===== src/rtl/fwwp_pkg.sv =====
package fwwp_pkg;
  localparam int REG_W     = 8;
  localparam int B_WEN     = 0;
  localparam int B_LOCK    = 1;
  localparam int B_RCFG_LO = 2;
  localparam int B_RCFG_HI = 3;
  localparam int B_TSWAP   = 4;
  localparam int B_PROT    = 5;
  localparam int RCFG_W    = B_RCFG_HI - B_RCFG_LO + 1;
  localparam int RSV_W     = REG_W - B_PROT - 1;
  localparam logic PROT_RST = 1'b1;

  typedef struct packed {
    logic              prot;
    logic [RCFG_W-1:0] rcfg;
    logic              lock;
    logic              wen;
  } ctl_t;
endpackage


===== src/rtl/fwwp_lock_unit.sv =====
module fwwp_lock_unit #(
  parameter logic PROT_RST = 1'b1
) (
  input  logic clk_i,
  input  logic rst_ni,
  input  logic wr_i,
  input  logic lock_d_i,
  input  logic prot_d_i,
  output logic lock_o,
  output logic prot_o
);
  logic lock_q, prot_q, prot_used_q;

  always_ff @(posedge clk_i or negedge rst_ni) begin
    if (!rst_ni) begin
      lock_q      <= 1'b0;
      prot_q      <= PROT_RST;
      prot_used_q <= 1'b0;
    end else if (wr_i) begin
      if (lock_d_i) lock_q <= 1'b1;  // set-only
      if (!prot_used_q) begin
        prot_q      <= prot_d_i;
        prot_used_q <= 1'b1;
      end
    end
  end

  assign lock_o = lock_q;
  assign prot_o = prot_q;
endmodule


===== src/rtl/fwwp_smi_gen.sv =====
module fwwp_smi_gen (
  input  logic clk_i,
  input  logic rst_ni,
  input  logic wr_i,
  input  logic wen_q_i,
  input  logic wen_d_i,
  input  logic lock_q_i,
  input  logic lock_d_i,
  output logic smi_o
);
  logic smi_q;

  always_ff @(posedge clk_i or negedge rst_ni) begin
    if (!rst_ni) smi_q <= 1'b0;
    else         smi_q <= wr_i & ~wen_q_i & wen_d_i & (lock_q_i | lock_d_i);
  end

  assign smi_o = smi_q;
endmodule


===== src/rtl/fwwp_permit.sv =====
module fwwp_permit (
  input  logic wen_i,
  input  logic prot_i,
  input  logic all_mgmt_i,
  output logic permit_o
);
  always_comb permit_o = wen_i & (~prot_i | all_mgmt_i);
endmodule


===== src/rtl/fw_wp_ctrl.sv =====
module fw_wp_ctrl
  import fwwp_pkg::*;
(
  input  logic             clk_i,
  input  logic             rst_ni,
  input  logic             sel_i,
  input  logic             we_i,
  input  logic [REG_W-1:0] wdata_i,
  output logic [REG_W-1:0] rdata_o,
  input  logic             all_mgmt_i,
  input  logic             top_swap_i,
  output logic             smi_o,
  output logic             wr_permit_o
);
  logic wr;
  ctl_t ctl;
  logic wen_q;
  logic [RCFG_W-1:0] rcfg_q;
  logic lock_q, prot_q;
  logic unused_wdata;

  assign wr = sel_i & we_i;
  assign unused_wdata = ^{wdata_i[REG_W-1:B_PROT+1], wdata_i[B_TSWAP]};

  always_ff @(posedge clk_i or negedge rst_ni) begin
    if (!rst_ni) begin
      wen_q  <= 1'b0;
      rcfg_q <= '0;
    end else if (wr) begin
      wen_q  <= wdata_i[B_WEN];
      rcfg_q <= wdata_i[B_RCFG_HI:B_RCFG_LO];
    end
  end

  fwwp_lock_unit #(.PROT_RST(PROT_RST)) u_lock (
    .clk_i    (clk_i),
    .rst_ni   (rst_ni),
    .wr_i     (wr),
    .lock_d_i (wdata_i[B_LOCK]),
    .prot_d_i (wdata_i[B_PROT]),
    .lock_o   (lock_q),
    .prot_o   (prot_q)
  );

  fwwp_smi_gen u_smi (
    .clk_i    (clk_i),
    .rst_ni   (rst_ni),
    .wr_i     (wr),
    .wen_q_i  (wen_q),
    .wen_d_i  (wdata_i[B_WEN]),
    .lock_q_i (lock_q),
    .lock_d_i (wdata_i[B_LOCK]),
    .smi_o    (smi_o)
  );

  fwwp_permit u_permit (
    .wen_i      (wen_q),
    .prot_i     (prot_q),
    .all_mgmt_i (all_mgmt_i),
    .permit_o   (wr_permit_o)
  );

  always_comb begin
    ctl.wen  = wen_q;
    ctl.lock = lock_q;
    ctl.rcfg = rcfg_q;
    ctl.prot = prot_q;
    rdata_o  = {{RSV_W{1'b0}}, ctl.prot, top_swap_i, ctl.rcfg, ctl.lock, ctl.wen};
  end
endmodule


===== config.mk =====
export PLATFORM = sky130hd
export DESIGN_NAME = fw_wp_ctrl
export DESIGN_NICKNAME = d
export VERILOG_FILES = /design/src/rtl/fwwp_pkg.sv /design/src/rtl/fwwp_lock_unit.sv /design/src/rtl/fwwp_smi_gen.sv /design/src/rtl/fwwp_permit.sv /design/src/rtl/fw_wp_ctrl.sv
export SDC_FILE = /design/constraint.sdc
export NUM_CORES = 1
export LEC_CHECK = 0
export CAP_MARGIN = 10
export CORE_AREA = 2 2 39 41
export DETAILED_ROUTE_END_ITERATION = 12
export DIE_AREA = 0 0 41 43
export PLACE_DENSITY = 0.65
export SYNTH_ARGS = -nofsm -noshare
export SYNTH_HDL_FRONTEND = slang
export SYNTH_HIERARCHICAL = 1
export SYNTH_SLANG_ARGS = --single-unit

===== constraint.sdc =====
create_clock -name clk_i -period 0.88 [get_ports clk_i]
set_input_delay 0.088 -clock clk_i [delete_from_list [all_inputs] [get_ports clk_i]]
set_output_delay 0.088 -clock clk_i [all_outputs]
set_load 0.02 [all_outputs]

# --- Word-level counts from Yosys, hierarchy flattened ---
# Index checks and enable logic that the tools add are counted.
totals:
  output_inout_bits: 10
  register_bits: 7
  wordCells: 18
classes:
  n_reduce_logical: 2
  bitwise: 10
ops:
  columns: ["cell", "count"]
  rows:
  - ["$and A1 B1 Y1", 5]
  - ["$reduce_and A2 Y1", 2]
  - ["$not A1 Y1", 3]
  - ["$or A1 B1 Y1", 2]

# --- Longest topological paths before layout ---
logic_depth:
  word_depth: 4
  ltp_mapped: 4
  mapped_depth_nobuf: 4

# --- Cells and area by module ---
# Netlist, hierarchy kept.
by_module_without_submodules:
  columns: ["module", "area_per_inst_um2", "instances", "cells_per_inst"]
  rows:
  - ["fw_wp_ctrl", 178.9, 1, 15]
  - ["fwwp_lock_unit", 120.1, 1, 7]
  - ["fwwp_smi_gen", 43.8, 1, 3]
  - ["fwwp_permit", 11.3, 1, 2]

# --- Least setup slack after synthesis ---
# No wires, ideal clock.
synth_timing:
  kind: "register to register"
  start: "reg u_lock.prot_used_q"
  end: "reg u_lock.prot_q (netlist: u_lock/prot_o)"
  setup_ps: 82
  path_slack_ps: 22
  period_less_slack_ps: 858
  path_buffers: 0
  arrival_ps: 776
  required_time_ps: 798
  path_stages_with_launch: 3
  path_cell_list: "dfrtp_1 -> nor2b_4 -> mux2_4"
synth_via:
  elab_chain_cells: 2
synth_rtl:
  columns: ["item", "line", "source"]
  rows:
  - ["start: declaration", "fwwp_lock_unit.sv:12", "logic lock_q, prot_q, prot_used_q;"]
  - ["start signal: assignment", "fwwp_lock_unit.sv:18", "prot_used_q <= 1'b0;"]
  - ["start signal: assignment", "fwwp_lock_unit.sv:23", "prot_used_q <= 1'b1;"]
  - ["$not A1 Y1 (no line)", null, null]
  - ["$reduce_and A2 Y1 (no line)", null, null]
  - ["end signal: assignment", "fwwp_lock_unit.sv:22", "prot_q <= prot_d_i;"]
  - ["end: declaration", "fwwp_lock_unit.sv:12", null]
# Every way passes these cells.
# A chain may end at the register's enable or synchronous reset.

# --- Final worst setup path ---
layout_timing:
  start: "reg u_lock.prot_q (netlist: u_lock/prot_o)"
  end: "out wr_permit_o"
layout_via:
  elab_chain_cells: 3
layout_rtl:
  columns: ["item", "line", "source"]
  rows:
  - ["$not A1 Y1", "fwwp_permit.sv:7", "always_comb permit_o = wen_i & (~prot_i | all_mgmt_i);"]
  - ["$or A1 B1 Y1", "fwwp_permit.sv:7", null]
  - ["$and A1 B1 Y1", "fwwp_permit.sv:7", null]
  - ["end: declaration", "fw_wp_ctrl.sv:13", "output logic wr_permit_o"]
# Every way passes these cells.

==> metrics.md <==
| Metric | Value |
|---|---|
| Die Ht | `43 um` |
| Max Fclk | `0.951 GHz` |
| Final period utilization | `119%` |
| Vias in the first global route | `253` |
| Setup violators final | `4` |
| IO buf count | `16` |
| Maxcap violations | `0` |
| Slowest CP cell | `dfstp_2` |
| Static leakage | `0.265 nW` |
| RSZ-0062 raised after global routing | `yes` |
| Synth area leaders | `dfrtp_1 (42%), mux2_4 (17%), buf_4 (13%)` |
| Setup crit start kind | `flip-flop` |
| Power Dens Cells | `1700 nW/um2` |
| CP delay by family, top | `flip-flops` |
| Clk sinks | `7` |
| Clock buffer depth | `2` |
| Status | `finished with violations` |
| Worst Path Required | `0.79 ns` |
| Reg2reg setup slack | `0 ns` |
| Commonest cells after routing, fill and taps aside | `clkdlybuf4s50_1 (7), buf_6 (6), dfrtp_1 (6)` |
| Worst skew pair latency | `0.24 ns` |
| DR WL/cell | `9.54 um` |
| WP data arrival | `0.96 ns` |
| Worst Path Buf+Inv | `1` |
| Clock root buffer | `clkbuf_4` |
| GRT Resource Usage Total | `9.10%` |
| Crit Path Category | `reg -> out` |
| Worst setup EP type | `output pin` |
| Min cycle time layout | `1.05 ns` |
| Cts bufs inserted | `3` |
| DRT Wirelength | `601 um` |
| Failing checks | `negative setup slack` |
| Antenna-violating nets left | `0` |
| Top cell type's share of synthesized area | `42.4%` |
| Die width | `41 um` |
| Finished Core Util | `40.3%` |
| Ys Warns | `6` |
| Global-route wire length before repair | `1060 um` |
| Synth area leader | `dfrtp_1` |
| CTS clk-pin slew, worst paths | `0.05 ns` |
| # fillers | `146` |
| Aggregate global routing overflow | `0` |
| CP Cell Sequence | `a21boi_2, buf_6` |
| Hold WC Path Type | `in -> async` |
| Peak supply drop | `1.12 mV` |
| Setup ws final | `-0.171 ns` |
| Synth unique cells | `13` |
| Total I/O pin count | `24` |
| Synth Cell Area | `354 um2` |
| Max Slew Vio Count | `0` |
| Initial core utilization | `25.6%` |
| H-tree depth | `1` |
| Flop and latch count out of synthesis | `7` |
| DP Wirelength | `488 um` |
| N_diodes | `0` |
| P&R area growth vs syn | `57.6%` |
| Final hold vios | `0` |
| Fin Setup TNS | `-0.407 ns` |
| Vias per cell | `4.10` |
| Critical path's largest stage delay | `0.54 ns` |
| Vias | `258` |
| Drt drc | `0` |
| Die ar. | `1760 um2` |
| Commonest non-fill, non-tap cell in the layout | `clkdlybuf4s50_1` |
| Area of the core | `1380 um2` |
| # nets final | `62` |
| Initial antenna violation count | `0` |
| Syn Inst Count | `27` |
| Crit path max fanout | `3` |
| Skew final | `0.000161 ns` |
| Gpl congestion | `0.667` |
| Drt pass-1 iters | `2` |
| Cts hold-fix bufs | `0` |
| Sequential area share after synthesis | `49.8%` |
| TritonCTS clock tree | `built` |
| Largest net degree at the start of global routing | `8` |
| Std-Cell Rows | `14` |
| Avg Cell Area, Syn | `13.1 um2` |
| Initial DRC Count | `2` |
| Share of layout cells above drive strength 1 | `57.4%` |
[cell type report]
cell class | instances | area [um2] | area share, %
Timing Repair Buffer | 21 | 195 | 35.0
Clock buffer | 4 | 26.3 | 4.71
Multi-Input combinational cell | 13 | 133 | 23.8
Tap cell | 16 | 20.0 | 3.59
Inverter | 2 | 7.51 | 1.35
Sequential cell | 7 | 176 | 31.6
[synthesized netlist by cell type, drive strengths merged]
master,number
dfrtp,6
a21o,1
nand2,1
mux2,4
nor2,1
dfstp,1
a21boi,1
o211ai,1
conb,1
nor2b,1
inv,2
buf,6
or2,1
[registers in the layout, indices dropped and copies added (netlist names)]
register and cells:
rcfg_q 2, u_lock/lock_o 1, u_lock/prot_o 1, u_lock/prot_used_q 1, u_smi/smi_o 1, wen_q 1
[report_power, final]
part	leakage, nW	internal, W	switching (W)	total (W)
logic	0.173	0.000168	0.000115	0.000283
registers	0.0769	0.000359	0.0000224	0.000382
clock network	0.0150	0.000173	0.000111	0.000283
total	0.265	0.000700	0.000248	0.000948
[logic make-up after synthesis]
group	count (synthesis)	synth area share (%)
simple gates	4	9.19
flops	7	49.8
mux	4	17.0
compound gates	3	8.13
other cells	1	1.06
buf+inv	8	14.8
[path summary, 6_finish.rpt]
path | to | start | depth (start not counted)
setup / recovery | wr_permit_o | u_lock/prot_o | 2
hold / removal | u_smi/smi_o | rst_ni | 1
setup reg to reg | u_lock/prot_o | u_lock/prot_used_q | 2
hold reg to reg | u_lock/prot_used_q | u_lock/prot_used_q | 1
max in group asynchronous | u_lock/prot_o | rst_ni | 1
min in group clk_i | rdata_o[4] | top_swap_i | 0
[repair_timing]
item	CTS	global route
setup buffers	2	0
pin swaps	1	0
resized for setup	37	6
setup endpoints to repair	11	8
[stage by stage]
stage | worst slack (ns) | power [W] | instances | instance area, um2 | hold slack (ns)
5_1_grt | -0.208 | 0.00100 | 63 | 558 | 0.125
2_1_floorplan | 0.0220 | 0.000538 | 28 | 358 | -0.208
3_3_place_gp | -0.508 | 0.000650 | 57 | 515 | 0.176
3_5_place_dp | -0.541 | 0.000654 | 57 | 515 | 0.176
4_1_cts | -0.206 | 0.000939 | 63 | 538 | 0.104
6_report | -0.171 | 0.000948 | 63 | 558 | 0.0977
[metal layers]
layer,routed length [um],up-vias,track usage [%]
met5,0,-,0
met1,245,121,11.8
met3,75,2,5.24
met4,8,0,6.67
met2,272,14,10.6
li1,-,121,-
Note: power is estimated with default switching activity, not from simulation.
